--- config.mk ---
export PLATFORM = sky130hd
export DESIGN_NAME = oversample_sum
export DESIGN_NICKNAME = d
export VERILOG_FILES = /design/src/rtl/osum_pkg.sv /design/src/rtl/osum_seq.sv /design/src/rtl/osum_lane.sv /design/src/rtl/oversample_sum.sv
export SDC_FILE = /design/constraint.sdc
export NUM_CORES = 1
export LEC_CHECK = 0
export ABC_AREA = 1
export BUFFER_PORTS_ARGS = -buffer_cell sky130_fd_sc_hd__clkbuf_2
export CORE_MARGIN = 3
export CORE_UTILIZATION = 53
export DETAILED_ROUTE_END_ITERATION = 8
export GPL_ROUTABILITY_DRIVEN = 0
export PLACE_DENSITY = 0.77
export SYNTH_ARGS = -nofsm -noshare
export SYNTH_HDL_FRONTEND = slang
export SYNTH_SLANG_ARGS = --single-unit
--- constraint.sdc ---
create_clock -name clk_i -period 2.01 [get_ports clk_i]
set_clock_uncertainty 0.1 [all_clocks]
set_input_delay 0.402 -clock clk_i [delete_from_list [all_inputs] [get_ports clk_i]]
set_output_delay 0.402 -clock clk_i [all_outputs]
set_load 0.005 [all_outputs]
--- src/rtl/osum_pkg.sv ---
package osum_pkg;

  typedef enum logic {
    VAR_PHONON = 1'b0,
    VAR_CHARGE = 1'b1
  } variant_e;

  function automatic int lane_count(variant_e v);
    return (v == VAR_CHARGE) ? 2 : 4;
  endfunction

  function automatic int lane_width(variant_e v);
    return (v == VAR_CHARGE) ? 16 : 14;
  endfunction

  function automatic int group_len(variant_e v);
    return (v == VAR_CHARGE) ? 2 : 16;
  endfunction

endpackage

--- src/rtl/osum_seq.sv ---
module osum_seq #(
  parameter int SUM_LEN  = 16,
  parameter int RDY_HOLD = 20
) (
  input  logic clk_i,
  input  logic rst_ni,
  input  logic valid_i,
  output logic last_o,
  output logic rdy_o
);

  localparam int CNT_W  = (SUM_LEN > 2) ? $clog2(SUM_LEN) : 1;
  localparam int HOLD_W = $clog2(RDY_HOLD + 1);

  logic [CNT_W-1:0]  cnt_q;
  logic [HOLD_W-1:0] hold_q;

  assign last_o = valid_i && (cnt_q == CNT_W'(SUM_LEN - 1));
  assign rdy_o  = (hold_q != '0);

  always_ff @(posedge clk_i or negedge rst_ni) begin
    if (!rst_ni) begin
      cnt_q <= '0;
    end else if (valid_i) begin
      cnt_q <= last_o ? '0 : cnt_q + 1'b1;
    end
  end

  // ready is held for a fixed window; a new completion reloads it
  always_ff @(posedge clk_i or negedge rst_ni) begin
    if (!rst_ni) begin
      hold_q <= '0;
    end else if (last_o) begin
      hold_q <= HOLD_W'(RDY_HOLD);
    end else if (hold_q != '0) begin
      hold_q <= hold_q - 1'b1;
    end
  end

  AST_RDY_AFTER_LAST: assert property (@(posedge clk_i) disable iff (!rst_ni)
    last_o |=> rdy_o);
  AST_RDY_RISE_CAUSE: assert property (@(posedge clk_i) disable iff (!rst_ni)
    $rose(rdy_o) |-> $past(last_o));
  AST_CNT_IDLE: assert property (@(posedge clk_i) disable iff (!rst_ni)
    !valid_i |=> $stable(cnt_q));

endmodule

--- src/rtl/osum_lane.sv ---
module osum_lane #(
  parameter int SAMPLE_W = 14,
  parameter int SUM_LEN  = 16
) (
  input  logic                clk_i,
  input  logic                rst_ni,
  input  logic                valid_i,
  input  logic                last_i,
  input  logic [SAMPLE_W-1:0] sample_i,
  output logic [SAMPLE_W-1:0] avg_o
);

  localparam int SHIFT = $clog2(SUM_LEN);
  localparam int ACC_W = SAMPLE_W + SHIFT;

  logic [ACC_W-1:0]    acc_q;
  logic [ACC_W-1:0]    sum_full;
  logic [SAMPLE_W-1:0] avg_q;

  assign sum_full = acc_q + ACC_W'(sample_i);
  assign avg_o    = avg_q;

  always_ff @(posedge clk_i or negedge rst_ni) begin
    if (!rst_ni) begin
      acc_q <= '0;
      avg_q <= '0;
    end else if (valid_i) begin
      if (last_i) begin
        acc_q <= '0;  // completing sample also opens the next group
        avg_q <= sum_full[ACC_W-1 -: SAMPLE_W];
      end else begin
        acc_q <= sum_full;
      end
    end
  end

  AST_ACC_IDLE: assert property (@(posedge clk_i) disable iff (!rst_ni)
    !valid_i |=> $stable(acc_q));
  AST_NO_OVERFLOW: assert property (@(posedge clk_i) disable iff (!rst_ni)
    (valid_i && !last_i) |=> (acc_q >= $past(acc_q)));
  AST_AVG_HOLD: assert property (@(posedge clk_i) disable iff (!rst_ni)
    !(valid_i && last_i) |=> $stable(avg_q));

endmodule

--- src/rtl/oversample_sum.sv ---
module oversample_sum
  import osum_pkg::*;
#(
  parameter variant_e VARIANT  = VAR_PHONON,
  parameter int       RDY_HOLD = 20,
  localparam int      NUM_CH   = lane_count(VARIANT),
  localparam int      SAMPLE_W = lane_width(VARIANT),
  localparam int      SUM_LEN  = group_len(VARIANT),
  localparam int      BUS_W    = NUM_CH * SAMPLE_W
) (
  input  logic             clk_i,
  input  logic             rst_ni,
  input  logic             smp_valid_i,
  input  logic [BUS_W-1:0] smp_bus_i,
  output logic [BUS_W-1:0] sum_bus_o,
  output logic             sum_rdy_o
);

  logic grp_last;

  osum_seq #(
    .SUM_LEN (SUM_LEN),
    .RDY_HOLD(RDY_HOLD)
  ) u_seq (
    .clk_i  (clk_i),
    .rst_ni (rst_ni),
    .valid_i(smp_valid_i),
    .last_o (grp_last),
    .rdy_o  (sum_rdy_o)
  );

  for (genvar g = 0; g < NUM_CH; g++) begin : g_lane
    osum_lane #(
      .SAMPLE_W(SAMPLE_W),
      .SUM_LEN (SUM_LEN)
    ) u_lane (
      .clk_i   (clk_i),
      .rst_ni  (rst_ni),
      .valid_i (smp_valid_i),
      .last_i  (grp_last),
      .sample_i(smp_bus_i[g*SAMPLE_W +: SAMPLE_W]),
      .avg_o   (sum_bus_o[g*SAMPLE_W +: SAMPLE_W])
    );
  end

  AST_BUS_ONLY_ON_LAST: assert property (@(posedge clk_i) disable iff (!rst_ni)
    !grp_last |=> $stable(sum_bus_o));
  AST_LAST_NEEDS_VALID: assert property (@(posedge clk_i) disable iff (!rst_ni)
    grp_last |-> smp_valid_i);

endmodule

After elaboration in Yosys (flattened, before gate mapping)
Cells that the tools add are included.
{"block": "totals", "latchBits": 0, "mem_bits_ro": 0, "input_bits": 59, "mem_bits_rw": 0, "output_inout_bits": 57, "register_bits": 137, "n_memories": 0}
{"block": "op_classes", "n_bitwise": 0, "n_addsub": 6, "reduce_logical": 4, "div": 0, "multipliers": 0, "magnitude_cmp": 0, "n_eq_ne": 1, "muxes": 7, "n_shift": 0}
{"op": "18-bit by 14-bit adder with 18-bit output", "n": 4}
{"op": "18-bit 2-to-1 mux", "n": 4}
{"op": "5-bit 2-to-1 mux", "n": 2}
{"op": "5-bit nonzero test", "n": 1}
{"op": "5-bit by 1-bit subtractor with 5-bit output, second input constant", "n": 1}
{"op": "4-bit by 1-bit adder with 4-bit output, second input constant", "n": 1}
{"op": "4-bit == test, second input constant", "n": 1}
{"op": "4-bit 2-to-1 mux", "n": 1}
{"op": "2-bit AND reduction", "n": 1}
{"op": "2-bit nonzero test", "n": 1}
{"op": "1-bit logical AND", "n": 1}

Depth between registers and ports, before layout
Gate-level depths: netlist of run 1.
{"block": "depth", "depth_word": 3, "mapped_depth": 13}

By module
From an unflattened synthesis of run 1, not the netlist that was laid out.
{"block": "unflattened", "cells_unflattened": 1201, "hier_area_um2": 8720.9}
{"mod": "osum_lane at g_lane[0].u_lane ...", "area_each_um2": 2064.5, "cells_per_inst": 287, "instances": 3}
{"mod": "osum_lane at g_lane[3].u_lane", "area_each_um2": 2062.0, "cells_per_inst": 288, "instances": 1}
{"mod": "osum_seq", "area_each_um2": 465.4, "cells_per_inst": 52, "instances": 1}

Worst setup path before layout of run 1
No wires, ideal clock.
{"block": "synth_timing", "kind": "input to register", "startpoint": "input port smp_bus_i[28]", "endpoint": "register g_lane[2].u_lane.acc_q[8]", "arrival_ps": 1752, "stages": 9, "setup_slack_ps": 41, "setup_ps": 117, "cell_sequence": "ha_1 fa_1 nand3_1 nand2_1 nand2_1 nand2_1 or2_2 nand3_1 nand2_1"}
{"block": "synth_between", "elab_chain_cells": 2}
{"item": "start, declared", "line": "oversample_sum.sv:14", "rtl": "input logic [BUS_W-1:0] smp_bus_i,"}
{"item": "18-bit by 14-bit adder with 18-bit output", "line": "osum_lane.sv:20", "rtl": "assign sum_full = acc_q + ACC_W'(sample_i);"}
{"item": "18-bit 2-to-1 mux", "line": "osum_lane.sv:28", "rtl": "if (last_i) begin"}
{"item": "end signal, assigned", "line": "osum_lane.sv:32", "rtl": "acc_q <= sum_full;"}
{"item": "end, declared", "line": "osum_lane.sv:16", "rtl": "logic [ACC_W-1:0] acc_q;"}
Every way passes these cells.
A chain may end at the register's enable or synchronous reset.

Final worst setup path of run 1
{"block": "layout_timing", "startpoint": "register u_seq.hold_q[0]", "endpoint": "output port sum_rdy_o"}
{"block": "layout_between", "elab_chain_cells": 1}
{"item": "start, declared", "line": "osum_seq.sv:16", "rtl": "logic [HOLD_W-1:0] hold_q;"}
{"item": "start signal, assigned", "line": "osum_seq.sv:34", "rtl": "hold_q <= HOLD_W'(RDY_HOLD);"}
{"item": "start signal, assigned", "line": "osum_seq.sv:36", "rtl": "hold_q <= hold_q - 1'b1;"}
{"item": "5-bit nonzero test", "line": "osum_seq.sv:19", "rtl": "assign rdy_o = (hold_q != '0);"}
{"item": "end, declared", "line": "oversample_sum.sv:16", "rtl": "output logic sum_rdy_o"}
Every way passes these cells.

==> impl_metrics.yaml, run 1 <==
worst_hold_path:
  min_path_cells: 2
  min_to: "u_seq.cnt_q[0]"
  min_path_type: "primary input to register"
  hold_path.startpoint: "smp_valid_i"
route:
  drt_wl_total_mm: 21.5
  highest_layer: "met4"
  drc: 0
  vias_per_cell: 5.22
  wl_met1_mm: 10.0
  vias: 8249
  route.met3.wl_um: 914
  drt-initial-drc-count: 559
  drtAntennaViolNets: 0
  wl_per_cell_um: 13.6
  met2WireLength_mm: 10.2
  dr.pass1.iters: 5
power_and_ir_drop:
  power_density_nw_per_um2: 1550
  pwr-share-comb: 0.499
  power_frac_clock: 0.198
  seq_power_share: 0.303
  intPower_mw: 9.34
  fin_total_pwr_mw: 16.2
  switchingPower_mw: 6.82
  switching_share: 0.422
  ir_drop_mv: 0.826
  total_leakage_power_nw: 5.78
critical_path:
  cpPeakStageDelay_ps: 390
  ff2ff_path_depth: 9
  cp_slowest_cell: "dfrtp_1"
  r2r_start: "g_lane[0].u_lane.acc_q[0]"
  critical_path_class: "register to primary output"
  path_cells: "inv_2 > ha_1 > inv_1 > nor2_2 > nand2_2 > clkbuf_2"
  crit_path_max_fanout: 5
  reg2reg_slack_ps: 100
  end_kind: "primary output"
  arrival_ps: 1410
  timing.rr.end: "g_lane[0].u_lane.acc_q[8]"
  required_ps: 1510
  crit_path_start_kind: "register"
run:
  cap_violations: 0
cells_and_area:
  nFillCells: 1388
  area_growth_pct: 20.8
  n_antenna_cell: 0
  drive_gt1_frac: 0.162
  post_layout_nonfiller_instances: 1581
  fin_nets: 1476
synth:
  synth.top_cell.area_share: 0.396
  yosysTopAreaCell: "dfrtp_1"
  ys_warn_count: 0
  synthCells: 1213
  synthTopCellsByArea: "dfrtp_1 (40%), nand2_1 (22%), ha_1 (8.5%)"
  ys_ff_latch: 137
  synthesis.area_sq_um: 8660
  synth.avg_cell_area_sq_um: 7.14
  yosysSeqAreaShare: 0.396
  ys_types: 28
  synth_nets: 1335
global_routing:
  grt_antenna_before_repair: 0
  grtUsageTotal: 0.245
  grt-ovfl-total: 0
  grt_max_degree: 75
  grt_pass1_vias: 7942
  grt_pass1_wl_mm: 36.2
sta:
  worstMarginPinSlew_ps: 503
  timing.hold.ws_ps: 163
  fin_tns_setup_ps: 0
  post-route-min-period_ps: 1910
  setup_viol: 0
  fin_crit_sh: 0.951
  fmax_ghz: 0.523
  rsz0062_at_grt: "yes"
  slew_viol_final: 0
  finalHoldViolations: 0
  worst_slew_margin_rel: 0.665
clock_network:
  clockBufferDepth: 2
  clkLatencyLatePin_ps: 420
  cts_root_buffer: "clkbuf_16"
  cts_tree: "done"
  cts.sinks: 137
  numCtsBuffers: 17
  htree_levels: 4
  path_clk_slew_ps: 60
floorplanning:
  core_sq_um: 15900
  start_util: 0.543
  dieArea_sq_um: 17900
  fp.dieW_um: 134
  io_pins: 116
  die_height_um: 134
  rows: 46
run_status:
  status: "finished, final reports clean"
placement:
  dpl.cell_count: 1546
  port_buffers: 115
  hpwl_mm: 15.5
==> metrics by stage <==
stage                     utilization  cell area [sq um]  setup slack [ps]
final                           0.656              10500              99.3
after global routing            0.656              10500             -12.6
after CTS                       0.646              10300              11.0
after detailed placement        0.608               9690              -135
after global placement          0.608               9690              -102
after floorplan                     -               8660              40.8
==> how the worst max path moves through the flow <==
stage,from,endpoint,slack [ps],cells after the start
floorplan,smp_bus_i[28],g_lane[2].u_lane.acc_q[8],40,9
global placement,smp_bus_i[42],g_lane[3].u_lane.acc_q[8],-100,10
detailed placement,smp_bus_i[0],g_lane[0].u_lane.avg_o[4],-140,10
CTS,g_lane[3].u_lane.acc_q[0],g_lane[3].u_lane.acc_q[8],10,9
global route,g_lane[0].u_lane.acc_q[0],g_lane[0].u_lane.avg_o[6],-10,12
finish,u_seq.hold_q[0],sum_rdy_o,100,6
==> cells in the final DEF (no fill, tap or decap), drive strengths merged, types with 31 or more instances in the layout <==
cell    count
a21oi      51
buf        34
clkbuf    136
dfrtp     137
ha         59
inv        94
nand2     519
nand3     116
nand3b     31
nor2       79
o21ai      42
==> registers in the layout, indices dropped and copies added (netlist names) <==
signal / cells
u_seq.cnt_q: 4
u_seq.hold_q: 5
g_lane.u_lane.avg_o: 56
g_lane.u_lane.acc_q: 72
==> area by class of cell <==
| cell class | count | area, sq um | share of cell area |
|---|---|---|---|
| clock inverters | 8 | 120 | 0.0115 |
| repair buffers | 149 | 927 | 0.0886 |
| multi-input cells | 955 | 4890 | 0.467 |
| inverters | 94 | 353 | 0.0337 |
| well taps | 216 | 270 | 0.0258 |
| clock buffers | 22 | 474 | 0.0453 |
| flip-flops and latches | 137 | 3430 | 0.328 |
==> critical path, delay by kind of cell (launching register included) <==
| family | cells | cell delay (ps) |
|---|---|---|
| buf+inv | 3 | 270 |
| fa+ha+maj | 1 | 150 |
| simple gates | 2 | 170 |
| flops | 1 | 390 |
==> routing by layer <==
metal  vias up  global-route usage
li1       4206                   -
met1      3808               0.333
met2       203               0.405
met3        32              0.0390
met4         0              0.0800
met5         -                   0
==> repair_timing <==
| action | in CTS | in global routing |
|---|---|---|
| pin swaps | 0 | 4 |
| hold buffers | 1 | 0 |
| gates resized for setup | 2 | 36 |
| hold endpoints to repair | 44 | 0 |
| setup buffers | 0 | 4 |
| endpoints found under the setup margin | 3 | 51 |
==> logic make-up (layout without fill, tap and decap cells) <==
| family | count (synthesis) | count (layout) | synth area share |
|---|---|---|---|
| xor gates and xnor gates | 20 | 20 | 0.0202 |
| buffers and inverters | 121 | 273 | 0.0555 |
| AOI/OAI and AO/OA | 106 | 106 | 0.0663 |
| DFF | 137 | 137 | 0.396 |
| and+or+nand+nor | 766 | 766 | 0.367 |
| adders and majority gates | 63 | 63 | 0.0945 |
==> power by group through the flow <==
| stage | clock [mW] | combinational (mW) | sequential, mW |
|---|---|---|---|
| detailed placement | 0 | 7.75 | 4.89 |
| global route | 3.37 | 9.28 | 5.07 |
| global placement | 0 | 7.51 | 4.86 |
| finish | 3.20 | 8.06 | 4.90 |
| CTS | 3.26 | 7.81 | 4.89 |
| floorplan | 0 | 5.63 | 4.76 |
==> cells in the mapped netlist (all sizes together) <==
library cell,instances
a22o,9
nor2,79
nand2,519
clkbuf,12
ha,59
a211oi,1
and2,4
dfrtp,137
buf,15
nand3,116
inv,94
nand3b,31
o21ai,42
a21o,1
nand4,2
nor3,12
or2,3
xnor2,12
a311oi,1
xor2,8
a21oi,51
a31oi,1
fa,4
Power figures use the tool's default switching activity.
==> run 2: changes to the inputs <==
- CORE_ASPECT_RATIO: unset -> 0.8
==> impl_metrics.yaml, run 2 (synthesized netlist as in run 1, its figures left out) <==
critical_path:
  crit_path_start_kind: "register"
  crit_path_max_fanout: 5
  end_kind: "register"
  arrival_ps: 2130
  critical_path_class: "register to register"
  required_ps: 2230
worst_hold_path:
  min_path_type: "primary input to register"
global_routing:
  grt_pass1_wl_mm: 36.6
  grt_max_degree: 75
  grt_pass1_vias: 7794
  grt_antenna_before_repair: 0
  grt-ovfl-total: 0
  grtUsageTotal: 0.249
cells_and_area:
  n_antenna_cell: 0
  top_register: "g_lane.u_lane.acc_q"
  nFillCells: 1402
  seq_area_sq_um: 3430
  final_common_cell: "nand2_1"
  post_layout_nonfiller_instances: 1589
  layout_common_cells: "nand2_1 (503), dfrtp_1 (137), clkbuf_2 (114)"
  largest_reg_flops: 72
  fin_nets: 1484
  drive_gt1_frac: 0.168
  fin_area_sq_um: 10600
  area_growth_pct: 21.9
  multiInputGateArea_sq_um: 4890
floorplanning:
  fp.dieW_um: 149
  core_sq_um: 15900
  dieArea_sq_um: 17900
  start_util: 0.544
  die_height_um: 120
  rows: 41
  io_pins: 116
sta:
  finalHoldViolations: 0
  setup_viol: 0
  worstMarginPinSlew_ps: 455
  fin_crit_sh: 0.951
  post-route-min-period_ps: 1910
  rsz0062_at_grt: "yes"
  fmax_ghz: 0.523
  worst_slew_margin_rel: 0.697
  slew_viol_final: 0
power_and_ir_drop:
  power_frac_clock: 0.208
  switchingPower_mw: 6.96
  seq_power_share: 0.296
  ir_drop_mv: 0.835
  pwr-share-comb: 0.496
  total_leakage_power_nw: 5.85
  switching_share: 0.419
  intPower_mw: 9.65
  power_density_nw_per_um2: 1570
clock_network:
  numCtsBuffers: 17
  htree_levels: 4
  clockBufferDepth: 2
  cts_root_buffer: "clkbuf_16"
  path_clk_slew_ps: 60
  clkLatencyLatePin_ps: 420
  cts_tree: "done"
  cts.sinks: 137
placement:
  dpl.cell_count: 1552
  hpwl_mm: 15.7
  placed_area_sq_um: 9720
  port_buffers: 115
route:
  drc: 0
  dr.pass1.iters: 6
  vias: 8373
  drtAntennaViolNets: 0
  wl_per_cell_um: 13.9
  drt_wl_total_mm: 22.2
  drt-initial-drc-count: 563
  vias_per_cell: 5.27
run_status:
  status: "finished, final reports clean"
run:
  cap_violations: 0
run 2: area by class of cell:
class / instances / share of cell area
multi-input cells: 955 / 0.463
flip-flops and latches: 137 / 0.325
well taps: 215 / 0.0255
inverters: 94 / 0.0334
repair buffers: 157 / 0.0912
clock inverters: 12 / 0.0187
clock buffers: 19 / 0.0429
run 2: power groups by stage:
stage                     logic [mW]  clock network, mW  registers [mW]
after floorplan                 5.63                  0            4.76
after global placement          7.61                  0            4.87
after detailed placement        7.86                  0            4.89
after CTS                       7.96               3.51            4.89
after global routing            9.39               3.63            5.09
final                           8.24               3.46            4.91
run 2: metal layers:
metal,up-vias,GRT usage,part of all wire
met1,3885,0.364,0.48
met4,0,0.0492,0.0083
met3,18,0.0442,0.059
met5,-,0,0
met2,252,0.392,0.45
li1,4218,-,-
run 2: through the flow:
step / setup slack (ps) / total power [mW] / setup TNS [ps] / util / hold WS (ps)
after detailed placement: -172 / 12.7 / -2140 / 0.611 / 266
after global routing: -17.4 / 18.1 / -22.7 / 0.664 / 155
after CTS: 14.8 / 16.4 / 0 / 0.653 / 149
final: 99.1 / 16.6 / 0 / 0.664 / 150
after global placement: -150 / 12.5 / -1370 / 0.611 / 267
after floorplan: 40.8 / 10.4 / 0 / - / 6.41
run 2: worst max-delay path: stages (launching register included):
cell and delay, ps:
dfrtp_1 410, ha_4 180, fa_2 410, nand3_2 90, nand2_2 70, nand2_2 90
nand2_4 70, nand2_1 110, nand3_1 110, nand3_1 100, nand2_1 50
run 2: what timing repair did:
action                     CTS  global route
resized for setup            3            37
hold buffers                 1             0
setup endpoints to repair    7            53
hold endpoints to repair    41             0
setup buffers                0             5
pin swaps                    0             5
run 2: path summary, 6_finish.rpt:
kind / cells after the start / end / slack, ps / from
worst max-delay path: 10 / g_lane[3].u_lane.avg_o[12] / 100 / g_lane[3].u_lane.acc_q[0]
worst min-delay path: 2 / u_seq.cnt_q[0] / 150 / smp_valid_i
worst max register to register: 10 / g_lane[3].u_lane.avg_o[12] / 100 / g_lane[3].u_lane.acc_q[0]
worst min register to register: 2 / g_lane[2].u_lane.avg_o[6] / 370 / g_lane[2].u_lane.avg_o[6]
max in group asynchronous: 3 / g_lane[3].u_lane.avg_o[5] / 850 / rst_ni
min in group asynchronous: 2 / g_lane[2].u_lane.avg_o[3] / 390 / rst_ni
==> run 3: changes to the inputs <==
- CELL_PAD_IN_SITES_DETAIL_PLACEMENT: unset -> 0
- CELL_PAD_IN_SITES_GLOBAL_PLACEMENT: unset -> 1
- CORE_UTILIZATION: 53 -> 38
- PLACE_DENSITY: 0.77 -> unset
- PLACE_DENSITY_LB_ADDON: unset -> 0.1
- SYNTH_HIERARCHICAL: unset -> 1
==> impl_metrics.yaml, run 3 <==
power_and_ir_drop:
  power_density_nw_per_um2: 1530
  ir_drop_mv: 0.608
  total_leakage_power_nw: 5.82
clock_network:
  cts_tree: "done"
  cts.sinks: 137
  clockBufferDepth: 2
  numCtsBuffers: 17
  path_clk_slew_ps: 60
  htree_levels: 4
  cts_root_buffer: "clkbuf_16"
  clkLatencyLatePin_ps: 420
synth:
  ys.flop_type: "dfrtp_1"
  synthTopCellsByArea: "dfrtp_1 (39%), nand2_1 (21%), ha_1 (8.3%)"
  yosysMostFrequentCell: "nand2_1"
  yosysTopAreaCell: "dfrtp_1"
  synth.avg_cell_area_sq_um: 7.26
  ys_warn_count: 6
  synth-edff-count: 0
  synth-compound-area-share: 0.0689
  synth_top_family_by_area: "simple AND/OR/NAND/NOR gates"
  synth.mux.area_fraction: 0.00129
  ys_async_sr_fraction: 1.00
  synth_simple_gate_area_frac: 0.373
  yosysSeqAreaShare: 0.393
  synthesis.area_sq_um: 8720
  synth_nets: 1322
  synth.top_cell.area_share: 0.393
  synthCells: 1201
  synth-adder-area-share: 0.0924
  yosys-top-cells-count: "nand2_1 (493), dfrtp_1 (137), nand3_1 (116), inv_1 (95), nor2_1 (75)"
  ys_types: 30
  ys_ff_latch: 137
  synth-xor-area-share: 0.0181
route:
  drc: 0
  drt_wl_total_mm: 23.3
  drtAntennaViolNets: 0
  drt-initial-drc-count: 599
  vias_per_cell: 4.77
  vias: 8002
  dr.pass1.iters: 5
  wl_per_cell_um: 13.9
placement:
  dpl.cell_count: 1644
  hpwl_mm: 17.6
  port_buffers: 115
  placed_area_sq_um: 9930
run:
  cap_violations: 0
worst_hold_path:
  min_path_type: "primary input to register"
  min_path_cells: 3
global_routing:
  grt_max_degree: 46
  grt-ovfl-total: 0
  grtUsageTotal: 0.195
  grt_pass1_vias: 7763
  grt_pass1_wl_mm: 39.2
  grt_antenna_before_repair: 0
floorplanning:
  core_sq_um: 22000
  fp.dieW_um: 175
  io_pins: 116
  die_height_um: 142
  start_util: 0.396
  dieArea_sq_um: 24800
  rows: 48
critical_path:
  ff2ff_path_depth: 9
  critical_path_class: "register to primary output"
  crit_path_max_fanout: 3
  arrival_ps: 1400
  required_ps: 1510
  crit_path_start_kind: "register"
  end_kind: "primary output"
cells_and_area:
  layout_common_cells: "nand2_1 (481), dfrtp_1 (137), clkbuf_2 (114)"
  area_growth_pct: 22.3
  n_antenna_cell: 0
  largest_reg_flops: 72
  drive_gt1_frac: 0.180
  fin_area_sq_um: 10700
  top_register: "g_lane.u_lane/acc_q"
  final_common_cell: "nand2_1"
  post_layout_nonfiller_instances: 1679
  fin_nets: 1487
sta:
  finalHoldViolations: 0
  slew_viol_final: 0
  setup_viol: 0
  rsz0062_at_grt: "no"
  fmax_ghz: 0.526
  post-route-min-period_ps: 1900
  fin_crit_sh: 0.946
  worst_slew_margin_rel: 0.670
  worstMarginPinSlew_ps: 495
run_status:
  status: "finished, final reports clean"
==> run 3: stage by stage <==
stage	setup TNS, ps	util	setup WS [ps]	hold slack, ps	total power [mW]
final	0	0.484	108	239	16.3
after global routing	0	0.484	0.155	256	18.0
after CTS	0	0.480	11.3	208	16.4
after detailed placement	-2140	0.451	-125	286	12.8
after global placement	-1150	0.451	-111	275	12.8
after floorplan	0	-	149	6.41	10.4
==> run 3: worst paths after layout <==
| kind | startpoint | end | slack, ps |
|---|---|---|---|
| max in group asynchronous | rst_ni | g_lane[2].u_lane/acc_q[2] | 830 |
| min in group asynchronous | rst_ni | g_lane[3].u_lane/acc_q[1] | 400 |
| max reg2reg | g_lane[0].u_lane/acc_q[6] | g_lane[0].u_lane/avg_o[12] | 110 |
| min reg2reg | g_lane[0].u_lane/avg_o[7] | g_lane[0].u_lane/avg_o[7] | 370 |
| max | u_seq/hold_q[0] | sum_rdy_o | 110 |
| min | smp_bus_i[42] | g_lane[3].u_lane/acc_q[0] | 240 |
==> run 3: report_power, final <==
part	internal (mW)	total [mW]	switching (mW)	leakage, nW
sequential	4.00	4.89	0.885	1.75
combinational	3.29	8.06	4.77	3.79
clock	2.08	3.39	1.31	0.285
total	9.37	16.3	6.96	5.82
==> run 3: cells by family (layout without fill, tap and decap cells) <==
family | after synthesis | in the layout
AO/OA/AOI/OAI | 108 | 108
AND/OR/NAND/NOR | 759 | 759
multiplexers | 1 | 1
flip-flops | 137 | 137
adder cells (fa/ha/maj) | 62 | 62
buffers and inverters | 116 | 294
XOR/XNOR | 18 | 18
==> run 3: final cells by class <==
class                           count  area (sq um)
Inverter                          103           390
Clock buffer                       18           429
Sequential cell                   137          3430
Tap cell                          300           375
Fill cell                        2272         11400
Timing Repair Buffer              159           940
Clock inverter                     14           196
Multi-Input combinational cell    948          4910
==> run 3: per-layer routing <==
metal / wire length (um) / part of all wire / vias to the layer above / global-route usage
li1: - / - / 4231 / -
met1: 12500 / 0.54 / 3609 / 0.295
met2: 9570 / 0.41 / 150 / 0.287
met3: 1000 / 0.043 / 12 / 0.0372
met4: 170 / 0.0073 / 0 / 0.0453
met5: 0 / 0 / - / 0
==> run 3: what timing repair did <==
| action | in CTS | in global routing |
|---|---|---|
| resized for setup | 0 | 28 |
| setup endpoints to repair | 0 | 50 |
| endpoints found under the hold margin | 39 | 0 |
| hold buffers | 1 | 0 |
| buffers inserted | 0 | 2 |
==> run 3: critical path: stages, from the launching register on <==
cell and delay (ps):
dfrtp_1 370, inv_1 100, ha_2 210, nand3b_1 140, clkbuf_2 160
